--- src/rtl/sync_route_pkg.sv ---
package sync_route_pkg;
  // bit 7 down to bit 0
  typedef struct packed {
    logic tc_as_sync;
    logic short_period;
    logic diag_en;
    logic sync_load_en;
    logic direct_load_en;
    logic acc_use_sys;
    logic acc_sync_en;
    logic sys_disable;
  } mode_t;

  localparam int unsigned MODE_ADDR = 0;
endpackage

--- src/rtl/strobe_fall.sv ---
module strobe_fall #(
  parameter int unsigned STAGES = 2
) (
  input  logic clk,
  input  logic rst_n,
  input  logic strobe_n,
  output logic fall
);
  logic [STAGES-1:0] chain;
  logic              last;

  always_ff @(posedge clk or negedge rst_n) begin
    if (!rst_n) begin
      chain <= '1;
      last  <= 1'b1;
    end else begin
      chain <= {chain[STAGES-2:0], strobe_n};
      last  <= chain[STAGES-1];
    end
  end

  assign fall = last & ~chain[STAGES-1];
endmodule

--- src/rtl/sync_timer.sv ---
module sync_timer #(
  parameter int unsigned LONG_LOG2 = 20,
  parameter int unsigned TEST_LOG2 = 8
) (
  input  logic clk,
  input  logic rst_n,
  input  logic short_mode,
  input  logic restart,
  output logic tc
);
  localparam logic [LONG_LOG2-1:0] LONG_LAST = '1;
  localparam logic [LONG_LOG2-1:0] TEST_LAST = LONG_LOG2'((1 << TEST_LOG2) - 1);

  logic [LONG_LOG2-1:0] cnt;

  always_ff @(posedge clk or negedge rst_n) begin
    if (!rst_n)       cnt <= '0;
    else if (restart) cnt <= '0;
    else              cnt <= cnt + 1'b1;
  end

  assign tc = short_mode ? (cnt == TEST_LAST) : (cnt == LONG_LAST);
endmodule

--- src/rtl/nco_core.sv ---
module nco_core #(
  parameter int unsigned W = 32
) (
  input  logic         clk,
  input  logic         rst_n,
  input  logic [W-1:0] word,
  input  logic         load,
  input  logic         init,
  output logic [W-1:0] freq_q,
  output logic [W-1:0] phase_q
);
  always_ff @(posedge clk or negedge rst_n) begin
    if (!rst_n) begin
      freq_q  <= '0;
      phase_q <= '0;
    end else begin
      if (load) freq_q <= word;
      if (init) phase_q <= freq_q;
      else      phase_q <= phase_q + freq_q;
    end
  end
endmodule

--- src/rtl/sync_route_ctrl.sv ---
module sync_route_ctrl
  import sync_route_pkg::*;
#(
  parameter int unsigned LONG_LOG2 = 20,
  parameter int unsigned TEST_LOG2 = 8,
  parameter int unsigned FREQ_W    = 32,
  localparam int unsigned NB = FREQ_W / 8,
  localparam int unsigned AW = $clog2(NB + 1)
) (
  input  logic              clk,
  input  logic              rst_n,
  input  logic              wr_en,
  input  logic [AW-1:0]     wr_addr,
  input  logic [7:0]        wr_data,
  input  logic              sys_sync_n,
  input  logic              acc_sync_n,
  output logic              sync_out,
  output logic              acc_init,
  output logic              freq_load,
  output logic              diag_sync,
  output logic [FREQ_W-1:0] freq_q,
  output logic [FREQ_W-1:0] phase_q
);
  mode_t             mode_q;
  logic [FREQ_W-1:0] fword;
  logic              ld_pend;
  logic              sys_fall, acc_fall, sys_gated, acc_ev, tc, int_sync;
  logic              word_wr;

  assign word_wr = wr_en && (wr_addr != AW'(MODE_ADDR)) && (wr_addr <= AW'(NB));

  always_ff @(posedge clk or negedge rst_n) begin
    if (!rst_n) begin
      mode_q  <= '0;
      fword   <= '0;
      ld_pend <= 1'b0;
    end else begin
      if (wr_en && wr_addr == AW'(MODE_ADDR)) mode_q <= mode_t'(wr_data);
      for (int i = 0; i < NB; i++)
        if (wr_en && wr_addr == AW'(i + 1)) fword[8*i +: 8] <= wr_data;
      ld_pend <= (wr_en && wr_addr == AW'(MODE_ADDR) && wr_data[3])
               || (word_wr && mode_q.direct_load_en);
    end
  end

  strobe_fall #(.STAGES(2)) u_sys_edge (
    .clk(clk), .rst_n(rst_n), .strobe_n(sys_sync_n), .fall(sys_fall));

  strobe_fall #(.STAGES(2)) u_acc_edge (
    .clk(clk), .rst_n(rst_n), .strobe_n(acc_sync_n), .fall(acc_fall));

  sync_timer #(.LONG_LOG2(LONG_LOG2), .TEST_LOG2(TEST_LOG2)) u_timer (
    .clk(clk), .rst_n(rst_n), .short_mode(mode_q.short_period),
    .restart(int_sync), .tc(tc));

  always_comb begin
    sys_gated = sys_fall & ~mode_q.sys_disable;
    int_sync  = mode_q.tc_as_sync ? tc : sys_gated;
    acc_ev    = (mode_q.acc_use_sys && !mode_q.sys_disable) ? sys_gated : acc_fall;
    diag_sync = mode_q.diag_en & int_sync;
    acc_init  = (mode_q.acc_sync_en & acc_ev) | diag_sync;
    freq_load = ld_pend | (mode_q.sync_load_en & acc_ev);
  end

  assign sync_out = int_sync;

  nco_core #(.W(FREQ_W)) u_nco (
    .clk(clk), .rst_n(rst_n), .word(fword), .load(freq_load),
    .init(acc_init), .freq_q(freq_q), .phase_q(phase_q));
endmodule

--- config.mk ---
export PLATFORM = sky130hd
export DESIGN_NAME = sync_route_ctrl
export DESIGN_NICKNAME = d
export VERILOG_FILES = /design/src/rtl/sync_route_pkg.sv /design/src/rtl/strobe_fall.sv /design/src/rtl/sync_timer.sv /design/src/rtl/nco_core.sv /design/src/rtl/sync_route_ctrl.sv
export SDC_FILE = /design/constraint.sdc
export NUM_CORES = 1
export LEC_CHECK = 0
export ABC_AREA = 0
export BUFFER_PORTS_ARGS = -buffer_cell sky130_fd_sc_hd__buf_2
export CAP_MARGIN = 20
export CORE_MARGIN = 4
export CORE_UTILIZATION = 50
export CTS_CLUSTER_SIZE = 20
export DETAILED_ROUTE_END_ITERATION = 10
export GPL_TIMING_DRIVEN = 0
export HOLD_SLACK_MARGIN = 0.05
export PLACE_DENSITY = 0.69
export REMOVE_ABC_BUFFERS = 1
export SETUP_SLACK_MARGIN = 0.15
export SLEW_MARGIN = 20
export SYNTH_ARGS = -nofsm -noshare
export SYNTH_HDL_FRONTEND = slang
export SYNTH_SLANG_ARGS = --single-unit
export TNS_END_PERCENT = 1
--- constraint.sdc ---
create_clock -name clk -period 2.8 [get_ports clk]
set_input_delay 0.14 -clock clk [delete_from_list [all_inputs] [get_ports clk]]
set_output_delay 0.14 -clock clk [all_outputs]
set_load 0.02 [all_outputs]
# Word level (Yosys, flattened, before mapping)
# Cells that the tools add are included.
totals:
  inputBits: 16
  ff_bits: 131
  output_inout_bits: 68
  word_cells: 59
classes:
  n_lt_le_gt_ge: 1
  eq_ne: 6
  muxes: 5
  bitwise: 11
  addsub: 2
  reduce_logical: 14
ops:
  columns: ["cell", "n"]
  rows:
  - ["$add 32x32->32", 1]
  - ["$mux 32", 1]
  - ["$add 20x1->20 const B", 1]
  - ["$eq 20x20->1 const B", 1]
  - ["$eq 20x8->1 const B", 1]
  - ["$mux 20", 1]
  - ["$logic_and 1x1->1", 10]
  - ["$and 1x1->1", 6]
  - ["$eq 3x2->1 const B", 2]
  - ["$eq 3x1->1 const B", 1]
  - ["$eq 3x3->1 const B", 1]
  - ["$le 3x3->1 const B", 1]
  - ["$logic_not 3->1", 1]
  - ["$mux 1", 3]
  - ["$not 1->1", 3]
  - ["$reduce_bool 3->1", 1]
  - ["$or 1x1->1", 2]
  - ["$logic_not 1->1", 1]
  - ["$logic_or 1x1->1", 1]

# Depth between registers and ports, before layout
depth:
  ltp_word: 7
  ltp_mapped: 11
  mapped_depth_nobuf: 9

# Hierarchy
# From an unflattened synthesis, not the netlist that was laid out.
unflattened:
  hier_cells: 617
  hier_area_um2: 6895.4
modules_own_cells:
  columns: ["module", "area_per_inst_um2", "seq_area_each_um2", "cells_per_inst", "instances"]
  rows:
  - ["nco_core", 4040.1, 1601.5, 403, 1]
  - ["sync_route_ctrl", 1659.1, 1026.0, 102, 1]
  - ["sync_timer", 1011.0, 500.5, 104, 1]
  - ["strobe_fall", 92.6, 78.8, 4, 2]

# Least setup slack after synthesis
# Ideal clock, no wire load.
synth_path:
  path_type: "register -> register"
  startpoint: "register u_nco.freq_q[0]"
  endpoint: "register u_nco.phase_q[30]"
  t_arrival_ns: 2.430
  setup_ns: 0.095
  path_stages_with_launch: 10
  synth_period_minus_slack_ns: 2.525
  slack_ns: 0.275
  required_time_ns: 2.705
  path_buffers: 0
  path_cell_list: "dfrtp_1 > ha_1 > fa_1 > a21o_1 > a311oi_1 > nor2_1 > o21ai_0 > a21oi_1 > o21a_1 > o31ai_1"
synth_between:
  elab_chain_len: 2
synth_lines:
  columns: ["element", "line_no", "source"]
  rows:
  - ["from (decl)", "nco_core.sv:9", "output logic [W-1:0] freq_q,"]
  - ["from (signal assigned)", "nco_core.sv:17", "if (load) freq_q <= word;"]
  - ["$add 32x32->32", "nco_core.sv:19", "else phase_q <= phase_q + freq_q;"]
  - ["$mux 32", "nco_core.sv:18", "if (init) phase_q <= freq_q;"]
  - ["to (signal assigned)", "nco_core.sv:18", null]
  - ["to (signal assigned)", "nco_core.sv:19", null]
  - ["to (decl)", "nco_core.sv:10", "output logic [W-1:0] phase_q"]
# Every way passes these cells.
# A chain may end at the register's enable or synchronous reset.

# Final worst setup path
layout_path:
  startpoint: "register u_nco.freq_q[0]"
  endpoint: "register u_nco.phase_q[16]"
# The elaborated chain is that of the path after synthesis.

==> flow_summary.yaml <==
status:
  status: "finished, final reports clean"
floorplan:
  die-area_um2: 15900
  die_x_um: 126
  io_pins: 84
  die_h_um: 126
  core_um2: 13500
  row_count: 42
  initial_utilization: 0.517
grt:
  grt_max_degree: 103
  antenna_found_initial: 0
  grt_pass1_wl_um: 28600
  grt_remaining_overflow: 0
  grt_pass1_vias: 5516
  grt_usage: 0.227
finish:
  nFillCells: 1122
  syn_to_final_growth_pct: 20.8
  final_area_um2: 8400
  ff_latch_area_um2: 3290
  multi_input_area_um2: 3630
  diodes: 0
  layout.nets: 799
  fin_util: 0.625
  drive_above_1_share: 0.288
  fin_cells: 939
logic_synthesis:
  synth.area.top_cells: "dfrtp_1, mux2_2, ha_1"
  synth_cell_types: 61
  synth_top_cell_area_share: 0.450
  synth-edff-count: 0
  async_flop_share: 1.00
  avgSynthCellArea_um2: 10.5
  yosys_warnings: 0
  yosysSeqAreaShare: 0.472
  yosysTopAreaCell: "dfrtp_1"
  synth_cells: 663
  syn_area_um2: 6960
  ys_ff_latch: 131
  synth_most_common_cell: "dfrtp_1"
  yosys_most_used_dff: "dfrtp_1"
  synthTopCellsByCount: "dfrtp_1, nand2_1, mux2_2"
critical_path:
  critical-path-top-delay-family: "compound AO/OA/AOI/OAI gates"
  crit_slowest_cell: "fa_1"
  crit_arrival_ns: 2.94
  crit_type: "reg2reg"
  cp-end-kind: "flip-flop"
  cp_cell_sequence: "ha_1 -> fa_1 -> a21o_1 -> a311oi_2 -> nor2_2 -> o2111ai_4 -> and2_1 -> xor2_1 -> o21ai_0"
  path_max_fanout: 4
  worstPathRequired_ns: 3.09
  cp.depth: 9
  cp.buffers_inverters: 0
  r2r_cells: 9
  critPathLaunchType: "flip-flop"
  critPathMaxStageDelay_ns: 0.42
route:
  route.detailed.drc: 0
  routedWlPerCell_um: 18.7
  drt_pass1_iterations: 6
  vias: 5515
  via_per_inst: 5.87
  ant_nets: 0
  routed_wl_um: 17500
  drt_iter0_markers: 337
clock_network:
  cts_tree: "built"
  cts.sinks: 131
  clkLatencyLatePin_ns: 0.42
  clk_pin_slew_ns: 0.06
  cts_buffers: 17
  cts_buffer_depth: 2
  clockRootBuffer: "clkbuf_16"
  cts-htree-levels: 4
sta:
  setup_violations: 0
  hold_viol_final: 0
  whs_ns: 0.0691
  max-slew-margin-rel: 0.465
  rsz0062_at_grt: "yes"
  tns_ns: 0
  maxSlewViolCount: 0
  tightestPinTransition_ns: 0.799
  min_period_over_period: 0.947
  fin_crit_ns: 2.65
  fmax_mhz: 377
  clock-skew-final_ns: 0.00755
run:
  drv_cap: 0
place:
  routabilityCongestion: 0.978
  dpl_cell_area_um2: 7560
  dp_cells: 902
  dp_hpwl_um: 12300
  io_buffers: 83
power:
  powerDensity_nw_per_um2: 1420
  p_leak_nw: 3.78
  max-vdd-ir-drop_v: 0.000740
min_path:
  min_delay_path_depth: 2
  holdCritPathClass: "in2reg"
metrics by stage:
stage,total power [mW],worst slack (ns)
floorplan,7.46,-0.0959
global placement,8.99,-1.08
detailed placement,9.17,-0.256
CTS,11.8,0.0340
global route,12.8,0.0383
finish,11.9,0.147
layout make-up:
class / instances / area share
Multi-Input combinational cell: 500 / 0.432
Sequential cell: 131 / 0.391
Timing Repair Buffer: 90 / 0.0631
Clock buffer: 18 / 0.0523
Clock inverter: 14 / 0.0278
Tap cell: 176 / 0.0262
Inverter: 10 / 0.00759
final timing paths:
kind,start,to,slack [ns]
max in group asynchronous,rst_n,u_sys_edge.chain[1],1.85
hold / removal,wr_data[6],fword[14],0.07
setup reg to reg,u_nco.freq_q[0],u_nco.phase_q[16],0.15
min in group asynchronous,rst_n,u_nco.phase_q[19],0.17
setup / recovery,u_nco.freq_q[0],u_nco.phase_q[16],0.15
hold reg to reg,u_acc_edge.chain[0],u_acc_edge.chain[1],0.35
what timing repair did:
| action | CTS | global route |
|---|---|---|
| gates resized for setup | 6 | 20 |
| pin swaps | 0 | 4 |
| buffers inserted | 0 | 0 |
| endpoints found under the hold margin | 129 | 0 |
| hold buffers | 5 | 0 |
| setup endpoints to repair | 32 | 20 |
sequential cells by signal (all words and copies together), names as in the netlist:
signal / count
u_sys_edge.chain: 2
u_acc_edge.chain: 2
mode_q: 8
ld_pend: 1
u_sys_edge.last: 1
fword: 32
u_timer.cnt: 20
u_nco.freq_q: 32
u_acc_edge.last: 1
u_nco.phase_q: 32
report_power, final:
group	internal [mW]	switching (mW)
Clock	1.69	0.847
Sequential	2.59	0.604
Combinational	2.50	3.70
cell usage in the layout (no fill, tap or decap), types with 5 or more instances in the layout:
cell	instances
dfstp_2	6
or3_1	8
xnor2_1	18
a211oi_1	5
inv_1	9
nor2_1	48
o21a_1	7
and3_1	7
a21oi_1	32
dlygate4sd3_1	5
and2_1	6
a21o_1	16
o21ai_0	38
buf_2	82
nand3_1	19
nand4_1	10
clkbuf_16	17
mux2_2	72
bufinv_16	6
o31ai_1	7
dfrtp_1	125
o311ai_1	5
nand2_1	72
nor3_1	10
xor2_1	14
nor4_1	5
ha_1	29
per-layer routing:
| metal | global-route usage | share of wire | routed length, um |
|---|---|---|---|
| met5 | 0 | 0 | 0 |
| met4 | 0.0820 | 0.025 | 431 |
| met3 | 0.0440 | 0.053 | 938 |
| met2 | 0.376 | 0.49 | 8670 |
| met1 | 0.299 | 0.43 | 7500 |
worst register-to-register path: stages, from the launching register on:
cell	delay, ns
dfrtp_1	0.41
ha_1	0.25
fa_1	0.42
a21o_1	0.23
a311oi_2	0.30
nor2_2	0.14
o2111ai_4	0.28
and2_1	0.27
xor2_1	0.15
o21ai_0	0.08
kinds of logic after synthesis:
family / count (synthesis) / synth area share
AO/OA/AOI/OAI: 146 / 0.136
XOR/XNOR: 32 / 0.0403
adder cells (fa/ha/maj): 33 / 0.0604
buffers and inverters: 32 / 0.0207
flip-flops: 131 / 0.472
multiplexers: 76 / 0.122
AND/OR/NAND/NOR: 213 / 0.148
Note: power is estimated with default switching activity, not from simulation.
